<file path="config.mk">
export PLATFORM = sky130hd
export DESIGN_NAME = trit_matcher
export DESIGN_NICKNAME = d
export VERILOG_FILES = /design/src/rtl/trit_pkg.sv /design/src/rtl/trit_scorer.sv /design/src/rtl/trit_picker.sv /design/src/rtl/trit_matcher.sv
export SDC_FILE = /design/constraint.sdc
export NUM_CORES = 1
export LEC_CHECK = 0
export BUFFER_PORTS_ARGS = -buffer_cell sky130_fd_sc_hd__buf_2
export CAP_MARGIN = 20
export CORE_ASPECT_RATIO = 0.5
export CORE_MARGIN = 2
export CORE_UTILIZATION = 42
export DETAILED_ROUTE_END_ITERATION = 10
export GPL_ROUTABILITY_DRIVEN = 0
export PLACE_DENSITY = 0.7
export SYNTH_ARGS = -nofsm -noshare
export SYNTH_HDL_FRONTEND = slang
export SYNTH_HIERARCHICAL = 1
export SYNTH_SLANG_ARGS = --single-unit
</file>
<file path="constraint.sdc">
create_clock -name clk -period 4.45 [get_ports clk]
set_input_delay 0 -clock clk [delete_from_list [all_inputs] [get_ports clk]]
set_output_delay 0 -clock clk [all_outputs]
set_load 0.02 [all_outputs]
</file>
<file path="src/rtl/trit_pkg.sv">
package trit_pkg;

    typedef enum logic [1:0] {
        SYM_ZERO = 2'b00,
        SYM_ONE  = 2'b01,
        SYM_MARK = 2'b10
    } sym_e;

    typedef enum logic [1:0] {
        ST_FILL  = 2'b00,
        ST_HUNT  = 2'b01,
        ST_TRACK = 2'b10
    } mstate_e;

endpackage

</file>
<file path="src/rtl/trit_scorer.sv">
// Agreement count between the window and a template whose first HI cycles are high.
module trit_scorer #(
    parameter int N  = 10,
    parameter int HI = 2,
    parameter int SW = 4
) (
    input  logic [N-1:0]  win,
    output logic [SW-1:0] score
);
    logic [N-1:0] agree;

    for (genvar i = 0; i < N; i++) begin : g_bit
        localparam logic REF = (i < HI);
        assign agree[i] = ~(win[i] ^ REF);
    end

    always_comb begin
        score = '0;
        for (int i = 0; i < N; i++) begin
            score = score + SW'(agree[i]);
        end
    end
endmodule

</file>
<file path="src/rtl/trit_picker.sv">
// Best template; ties go marker, then one, then zero.
module trit_picker
    import trit_pkg::*;
#(
    parameter int SW = 4
) (
    input  logic [SW-1:0] s_zero,
    input  logic [SW-1:0] s_one,
    input  logic [SW-1:0] s_mark,
    output sym_e          code,
    output logic [SW-1:0] best
);
    always_comb begin
        if (s_mark >= s_one && s_mark >= s_zero) begin
            code = SYM_MARK;
            best = s_mark;
        end else if (s_one >= s_zero) begin
            code = SYM_ONE;
            best = s_one;
        end else begin
            code = SYM_ZERO;
            best = s_zero;
        end
    end
endmodule

</file>
<file path="src/rtl/trit_matcher.sv">
module trit_matcher
    import trit_pkg::*;
#(
    parameter int CYC_PER_SYM = 10,
    parameter int ZERO_HI     = 2,
    parameter int ONE_HI      = 5,
    parameter int MARK_HI     = 8
) (
    input  logic                                 clk,
    input  logic                                 rst_n,
    input  logic                                 cyc_stb,
    input  logic                                 cyc_bit,
    output logic                                 sym_stb,
    output logic [1:0]                           sym_code,
    output logic [$clog2(CYC_PER_SYM+1)-1:0]     sym_score,
    output logic                                 frame_start
);
    localparam int N  = CYC_PER_SYM;
    localparam int SW = $clog2(N + 1);
    localparam int CW = $clog2(N);

    // win_q[0] holds the oldest decision, win_q[N-1] the newest.
    mstate_e       state_q, state_d;
    logic [CW-1:0] cnt_q, cnt_d;
    logic [N-1:0]  win_q, win_next;
    logic          decide, lead_edge, last_slot, prev_mark;
    logic [SW-1:0] scores [3];
    sym_e          pick_code;
    logic [SW-1:0] pick_score;

    assign win_next  = {cyc_bit, win_q[N-1:1]};
    assign lead_edge = win_q[1] & ~win_q[0];
    assign last_slot = (cnt_q == CW'(N - 1));

    for (genvar k = 0; k < 3; k++) begin : g_ref
        localparam int HI_K = (k == 0) ? ZERO_HI : (k == 1) ? ONE_HI : MARK_HI;
        trit_scorer #(.N(N), .HI(HI_K), .SW(SW)) u_score (
            .win   (win_next),
            .score (scores[k])
        );
    end

    trit_picker #(.SW(SW)) u_pick (
        .s_zero (scores[0]),
        .s_one  (scores[1]),
        .s_mark (scores[2]),
        .code   (pick_code),
        .best   (pick_score)
    );

    // Next state: full, align, slot.
    always_comb begin
        state_d = state_q;
        cnt_d   = cnt_q;
        decide  = 1'b0;
        unique case (state_q)
            ST_FILL: begin
                if (cyc_stb) begin
                    if (last_slot) begin
                        state_d = ST_HUNT;
                        cnt_d   = '0;
                    end else begin
                        cnt_d = cnt_q + 1'b1;
                    end
                end
            end
            ST_HUNT: begin
                if (cyc_stb && lead_edge) begin
                    state_d = ST_TRACK;
                    cnt_d   = '0;
                    decide  = 1'b1;
                end
            end
            ST_TRACK: begin
                if (cyc_stb) begin
                    if (last_slot) begin
                        cnt_d  = '0;
                        decide = 1'b1;
                    end else begin
                        cnt_d = cnt_q + 1'b1;
                    end
                end
            end
            default: state_d = ST_FILL;
        endcase
    end

    // State register.
    always_ff @(posedge clk or negedge rst_n) begin
        if (!rst_n) begin
            state_q <= ST_FILL;
            cnt_q   <= '0;
            win_q   <= '0;
        end else begin
            state_q <= state_d;
            cnt_q   <= cnt_d;
            if (cyc_stb) begin
                win_q <= win_next;
            end
        end
    end

    // Outputs.
    always_ff @(posedge clk or negedge rst_n) begin
        if (!rst_n) begin
            sym_stb     <= 1'b0;
            sym_code    <= SYM_ZERO;
            sym_score   <= '0;
            frame_start <= 1'b0;
            prev_mark   <= 1'b0;
        end else begin
            sym_stb     <= decide;
            frame_start <= 1'b0;
            if (decide) begin
                sym_code    <= pick_code;
                sym_score   <= pick_score;
                frame_start <= prev_mark && (pick_code == SYM_MARK);
                prev_mark   <= (pick_code == SYM_MARK);
            end
        end
    end

    p_sym_in_track_r2: assert property (@(posedge clk) disable iff (!rst_n)
        sym_stb |-> state_q == ST_TRACK);

    p_sym_after_cyc_r3: assert property (@(posedge clk) disable iff (!rst_n)
        sym_stb |-> $past(cyc_stb));

    p_phase_bound_r3: assert property (@(posedge clk) disable iff (!rst_n)
        state_q == ST_TRACK |-> cnt_q <= CW'(N - 1));

    p_pick_max_r8: assert property (@(posedge clk) disable iff (!rst_n)
        decide |-> (pick_score >= scores[0] && pick_score >= scores[1] && pick_score >= scores[2]));

    p_frame_is_mark_r9: assert property (@(posedge clk) disable iff (!rst_n)
        frame_start |-> (sym_stb && sym_code == 2'(SYM_MARK)));

    p_window_hold_r10: assert property (@(posedge clk) disable iff (!rst_n)
        !cyc_stb |=> $stable(win_q));

endmodule

</file>
== After elaboration in Yosys (flattened, before gate mapping) ==
Index checks and enable logic that the tools add are counted.

* Add/subtract/negate cells: 23
* Multiply operators: 0
* Div/mod/pow operators: 0
* $lt $le $gt $ge: 3
* Equal/unequal tests: 8
* Shift-type cells: 0
* Mux-type cells: 17
* Bitwise operators: 11
* Reduce and logical (&&, ||, !) cells: 8

{| class="wikitable"
|+ Operator list
! kind !! count
|-
| adder 4 x 1 -> 4 bit || 19
|-
| 2-to-1 mux 4 bit || 5
|-
| >= comparator 4 bit || 3
|-
| NOT 1 bit || 10
|-
| 2-to-1 mux 2 bit || 4
|-
| case mux 4 bit (2 select lines) || 1
|-
| != test 2 bit, second input constant || 3
|-
| case mux 2 bit (3 select lines) || 1
|-
| 2-to-1 mux 1 bit || 5
|-
| adder 3 x 1 -> 4 bit || 1
|-
| adder 4 x 1 -> 4 bit, second input constant || 1
|-
| equality test 2 bit, second input constant || 2
|-
| equality test 4 bit, second input constant || 1
|-
| AND reduction 4 bit || 1
|-
| adder 2 x 1 -> 3 bit || 1
|-
| logical AND 1 bit || 3
|-
| AND reduction 3 bit || 1
|-
| adder 1 x 1 -> 2 bit || 1
|-
| equality test 2 x 1 -> 1 bit, second input constant || 1
|-
| logical NOT 2 bit || 1
|-
| != test 2 x 1 -> 1 bit, second input constant || 1
|-
| case mux 1 bit (2 select lines) || 1
|-
| nonzero test 2 bit || 1
|-
| OR reduction 2 bit || 1
|-
| AND 1 bit || 1
|}

* Flip-flop bits (word level): 25
* Latch bits: 0
* Memory bits (writable): 0
* Memory bits (read-only): 0
* Input bits: 4
* Output and inout port bits: 8
* Memories kept: 0

== Longest topological paths before layout ==
* Depth after elaboration: 15
* Mapped depth: 18
* Depth with buffers taken out: 18

== Hierarchy ==
The synthesis kept the hierarchy.

{| class="wikitable"
|+ Modules (own cells, without submodules)
! module !! instances !! cells each !! area each (µm²) !! sequential area each (µm²)
|-
| trit_matcher || 1 || 84 || 1141.1 || 625.6
|-
| trit_picker || 1 || 46 || 394.1 || 0.0
|-
| trit_scorer (g_ref[0].u_score) || 1 || 31 || 267.8 || 0.0
|-
| trit_scorer (g_ref[1].u_score) || 1 || 30 || 267.8 || 0.0
|-
| trit_scorer (g_ref[2].u_score) || 1 || 25 || 242.7 || 0.0
|}

== Worst setup path before layout ==
No wires, ideal clock.

* Path kind: flip-flop to flip-flop
* Start: reg win_q[3]
* End: reg sym_score[1]
* Arrival time: 4412 ps
* Slack: -87 ps
* Cell stages (with the launch flop): 18
* Clock period less this slack: 4537 ps
* Cells stage by stage: dfrtp_1 -> inv_1 -> fa_1 -> inv_1 -> fa_1 -> inv_1 -> fa_1 -> fa_1 -> inv_1 -> fa_1 -> inv_1 -> inv_1 -> ha_1 -> a2111oi_4 -> nor3_4 -> mux2i_1 -> mux2_2 -> mux2_4

{| class="wikitable"
|+ RTL lines
! item !! line !! text
|-
| start, declared || trit_matcher.sv:25 || <nowiki>logic [N-1:0] win_q, win_next;</nowiki>
|-
| start signal, assigned || trit_matcher.sv:98 || <nowiki>win_q <= win_next;</nowiki>
|-
| end signal, assigned || trit_matcher.sv:116 || <nowiki>sym_score <= pick_score;</nowiki>
|-
| end, declared || trit_matcher.sv:15 || <nowiki>output logic [$clog2(CYC_PER_SYM+1)-1:0] sym_score,</nowiki>
|}

==> results.json <==
{
  "antenna_cells": 0,
  "slew_headroom": 0.621,
  "cts_buffer_depth": 2,
  "die_area_um2": 6150,
  "fmax_ghz": 0.222,
  "drive_gt1_frac": 0.303,
  "synthFlopType": "dfrtp_1",
  "synthCells": 216,
  "yosysUniqueCellTypes": 34,
  "detail-route-antenna-nets": 0,
  "synthesis.nets": 270,
  "path_max_fanout": 5,
  "htreeDepth": 1,
  "drc": 0,
  "dpl.hpwl_mm": 3.20,
  "avgSynthCellArea_um2": 10.7,
  "r2r-start": "win_q[3]$_DFFE_PN0P_",
  "dr.pass1.iters": 4,
  "nets": 296,
  "cts.clk_slew.worst_paths_ns": 0.09,
  "synth_top_area_share": 0.270,
  "num_rows": 19,
  "cts_tree": "yes",
  "synth.area.top_cells": "dfrtp_1 27%, ha_1 17%, fa_1 16%",
  "critPathLaunch": "win_q[3]$_DFFE_PN0P_",
  "vias": 1500,
  "r2r_setup_slack_ns": -0.04,
  "die_w_um": 109,
  "ys_seq_area_frac": 0.270,
  "multi_input_area_um2": 1560,
  "finalNonFillerCells": 314,
  "cp_data_arrival_time_ns": 4.65,
  "design_area_um2": 2670,
  "yosysTopAreaCell": "dfrtp_1",
  "post_dp_cell_area_um2": 2540,
  "fillCellCount": 490,
  "required_ns": 4.61,
  "yosysWarnings": 6,
  "num_io_pins": 12,
  "yosys_register_bits": 25,
  "path_class": "reg -> reg",
  "dp.cells": 308,
  "initial_utilization": 0.429,
  "tightest_slew_ns": 0.569,
  "wl_per_cell_um": 12.2,
  "antenna_found_initial": 0,
  "grt_pass1_wl_mm": 7.00,
  "dieHeight_um": 56.5,
  "finalWirelength_mm": 3.82,
  "syn-cell-area_um2": 2310,
  "setup.worst_path.end_class": "flip-flop",
  "hold_violations": 0,
  "cts.sinks": 25,
  "cts_root_buf": "clkbuf_8",
  "cts-buffers-inserted": 3,
  "min_path_type": "in -> reg",
  "gr-total-overflow": 0,
  "grtUsageTotal": 0.140,
  "crit_end": "sym_score[2]$_DFFE_PN0P_",
  "setup_ws_ns": -0.0446,
  "drv_cap": 0,
  "core-area_um2": 5400,
  "setup.worst_path.start_class": "flip-flop",
  "drt-vias-per-instance": 4.78,
  "grt_max_degree": 26,
  "ff_latch_area_um2": 626,
  "rsz0062_at_grt": "true",
  "portBuffers": 11,
  "fin_skew_ns": 0.00677,
  "maxSlewViolCount": 0,
  "clk_latency_ns": 0.27,
  "reg2reg_to": "sym_score[2]$_DFFE_PN0P_",
  "period_minus_slack_ns": 4.49,
  "grt_pass1_vias": 1601,
  "status": "finished, violations left",
  "area_delta_synth_final_pct": 15.4,
  "drtIter0Drc": 63,
  "synth_edf_count": 0,
  "min_period_over_period": 1.01,
  "async_reset_ff_frac": 1.00,
  "setup_viol_count_final": 4,
  "reg2reg_depth": 15,
  "failed_checks": "negative setup slack"
}
==> stage by stage <==
| step | setup TNS [ns] | util | worst slack (ns) | hold slack [ns] |
|---|---|---|---|---|
| after floorplan | 0 | - | 0.0131 | -0.296 |
| after global placement | -0.629 | 0.471 | -0.138 | 0.0151 |
| after detailed placement | -0.891 | 0.471 | -0.192 | 0.0271 |
| after CTS | -0.0826 | 0.489 | -0.0325 | 0.0479 |
| after global routing | -1.05 | 0.495 | -0.186 | 0.0514 |
| final | -0.102 | 0.495 | -0.0446 | 0.0468 |
==> flip-flops by register name, indices dropped and copies added, names as in the netlist <==
| signal | cells |
|---|---|
| win_q | 10 |
| prev_mark | 1 |
| state_q | 2 |
| cnt_q | 4 |
| frame_start | 1 |
| sym_stb | 1 |
| sym_code | 2 |
| sym_score | 4 |
==> cells in the mapped netlist, types with 3 or more instances <==
cell / n
ha_1: 32
nor2_1: 6
mux2_4: 7
fa_1: 18
mux2_2: 13
dfrtp_1: 25
mux2i_1: 5
inv_1: 55
o21ai_1: 5
nand2_1: 10
xor2_1: 3
a21oi_1: 8
nand2b_1: 4
==> layout make-up <==
class	count	area share
Sequential cell	25	0.234
Clock buffer	3	0.0155
Tap cell	73	0.0342
Inverter	55	0.0773
Clock inverter	1	0.00187
Multi-Input combinational cell	135	0.583
Timing Repair Buffer	22	0.0539
==> cells by family (layout without fill, tap and decap cells) <==
group | Yosys count | after routing | synth area share
muxes | 25 | 25 | 0.130
DFF | 25 | 25 | 0.270
adders and majority gates | 50 | 50 | 0.329
buffers and inverters | 56 | 81 | 0.0909
xor gates and xnor gates | 3 | 3 | 0.0114
and+or+nand+nor | 34 | 34 | 0.0930
AOI/OAI and AO/OA | 23 | 23 | 0.0752
==> placed cells by master (no fill, tap or decap), drive strengths merged, types with 2 or more instances in the layout <==
cell	n
o21bai	2
nand2b	5
xor2	3
buf	21
a21oi	9
nand2	10
nand3	2
nor3	2
clkbuf	3
mux2	20
fa	18
o21ai	7
nor2	6
mux2i	5
ha	32
inv	55
dfrtp	25
nor3b	2
==> worst min-delay path by stage <==
stage	startpoint	end	slack (ns)	depth (start not counted)
3_3_place_gp	rst_n	cnt_q[2]$_DFFE_PN0P_	0.02	1
6_report	cyc_bit	win_q[9]$_DFFE_PN0P_	0.05	2
5_1_grt	cyc_bit	win_q[9]$_DFFE_PN0P_	0.05	2
3_5_place_dp	rst_n	cnt_q[2]$_DFFE_PN0P_	0.03	1
2_1_floorplan	rst_n	cnt_q[0]$_DFFE_PN0P_	-0.30	0
4_1_cts	cyc_bit	win_q[9]$_DFFE_PN0P_	0.05	2
==> timing repair <==
| item | CTS | global route |
|---|---|---|
| gates cloned | 0 | 0 |
| setup endpoints to repair | 7 | 7 |
| hold buffers | 1 | 0 |
| setup buffers | 1 | 0 |
| hold endpoints to repair | 25 | 0 |
| pin swaps | 9 | 2 |
| resized for setup | 13 | 9 |
==> worst max-delay path: stages (launching register included) <==
cell       delay (ns)
dfrtp_1          0.41
fa_1             0.56
inv_2            0.04
fa_1             0.52
inv_1            0.05
fa_1             0.49
inv_1            0.05
fa_2             0.35
fa_2             0.54
inv_2            0.05
ha_4             0.21
a2111oi_4        0.34
nor3_4           0.11
mux2i_1          0.14
mux2_4           0.27
mux2_4           0.25
==> per-layer routing <==
layer	global-route usage	wire, µm	part of all wire	vias up
met5	0	0	0	-
met4	0.0220	15	0.0039	0
met3	0.0209	85	0.022	2
met2	0.248	1900	0.50	15
met1	0.185	1810	0.48	746
li1	-	-	-	737
Power is not shown: default switching activity piles up to over one toggle a cycle in this logic, so the estimate is an artifact.
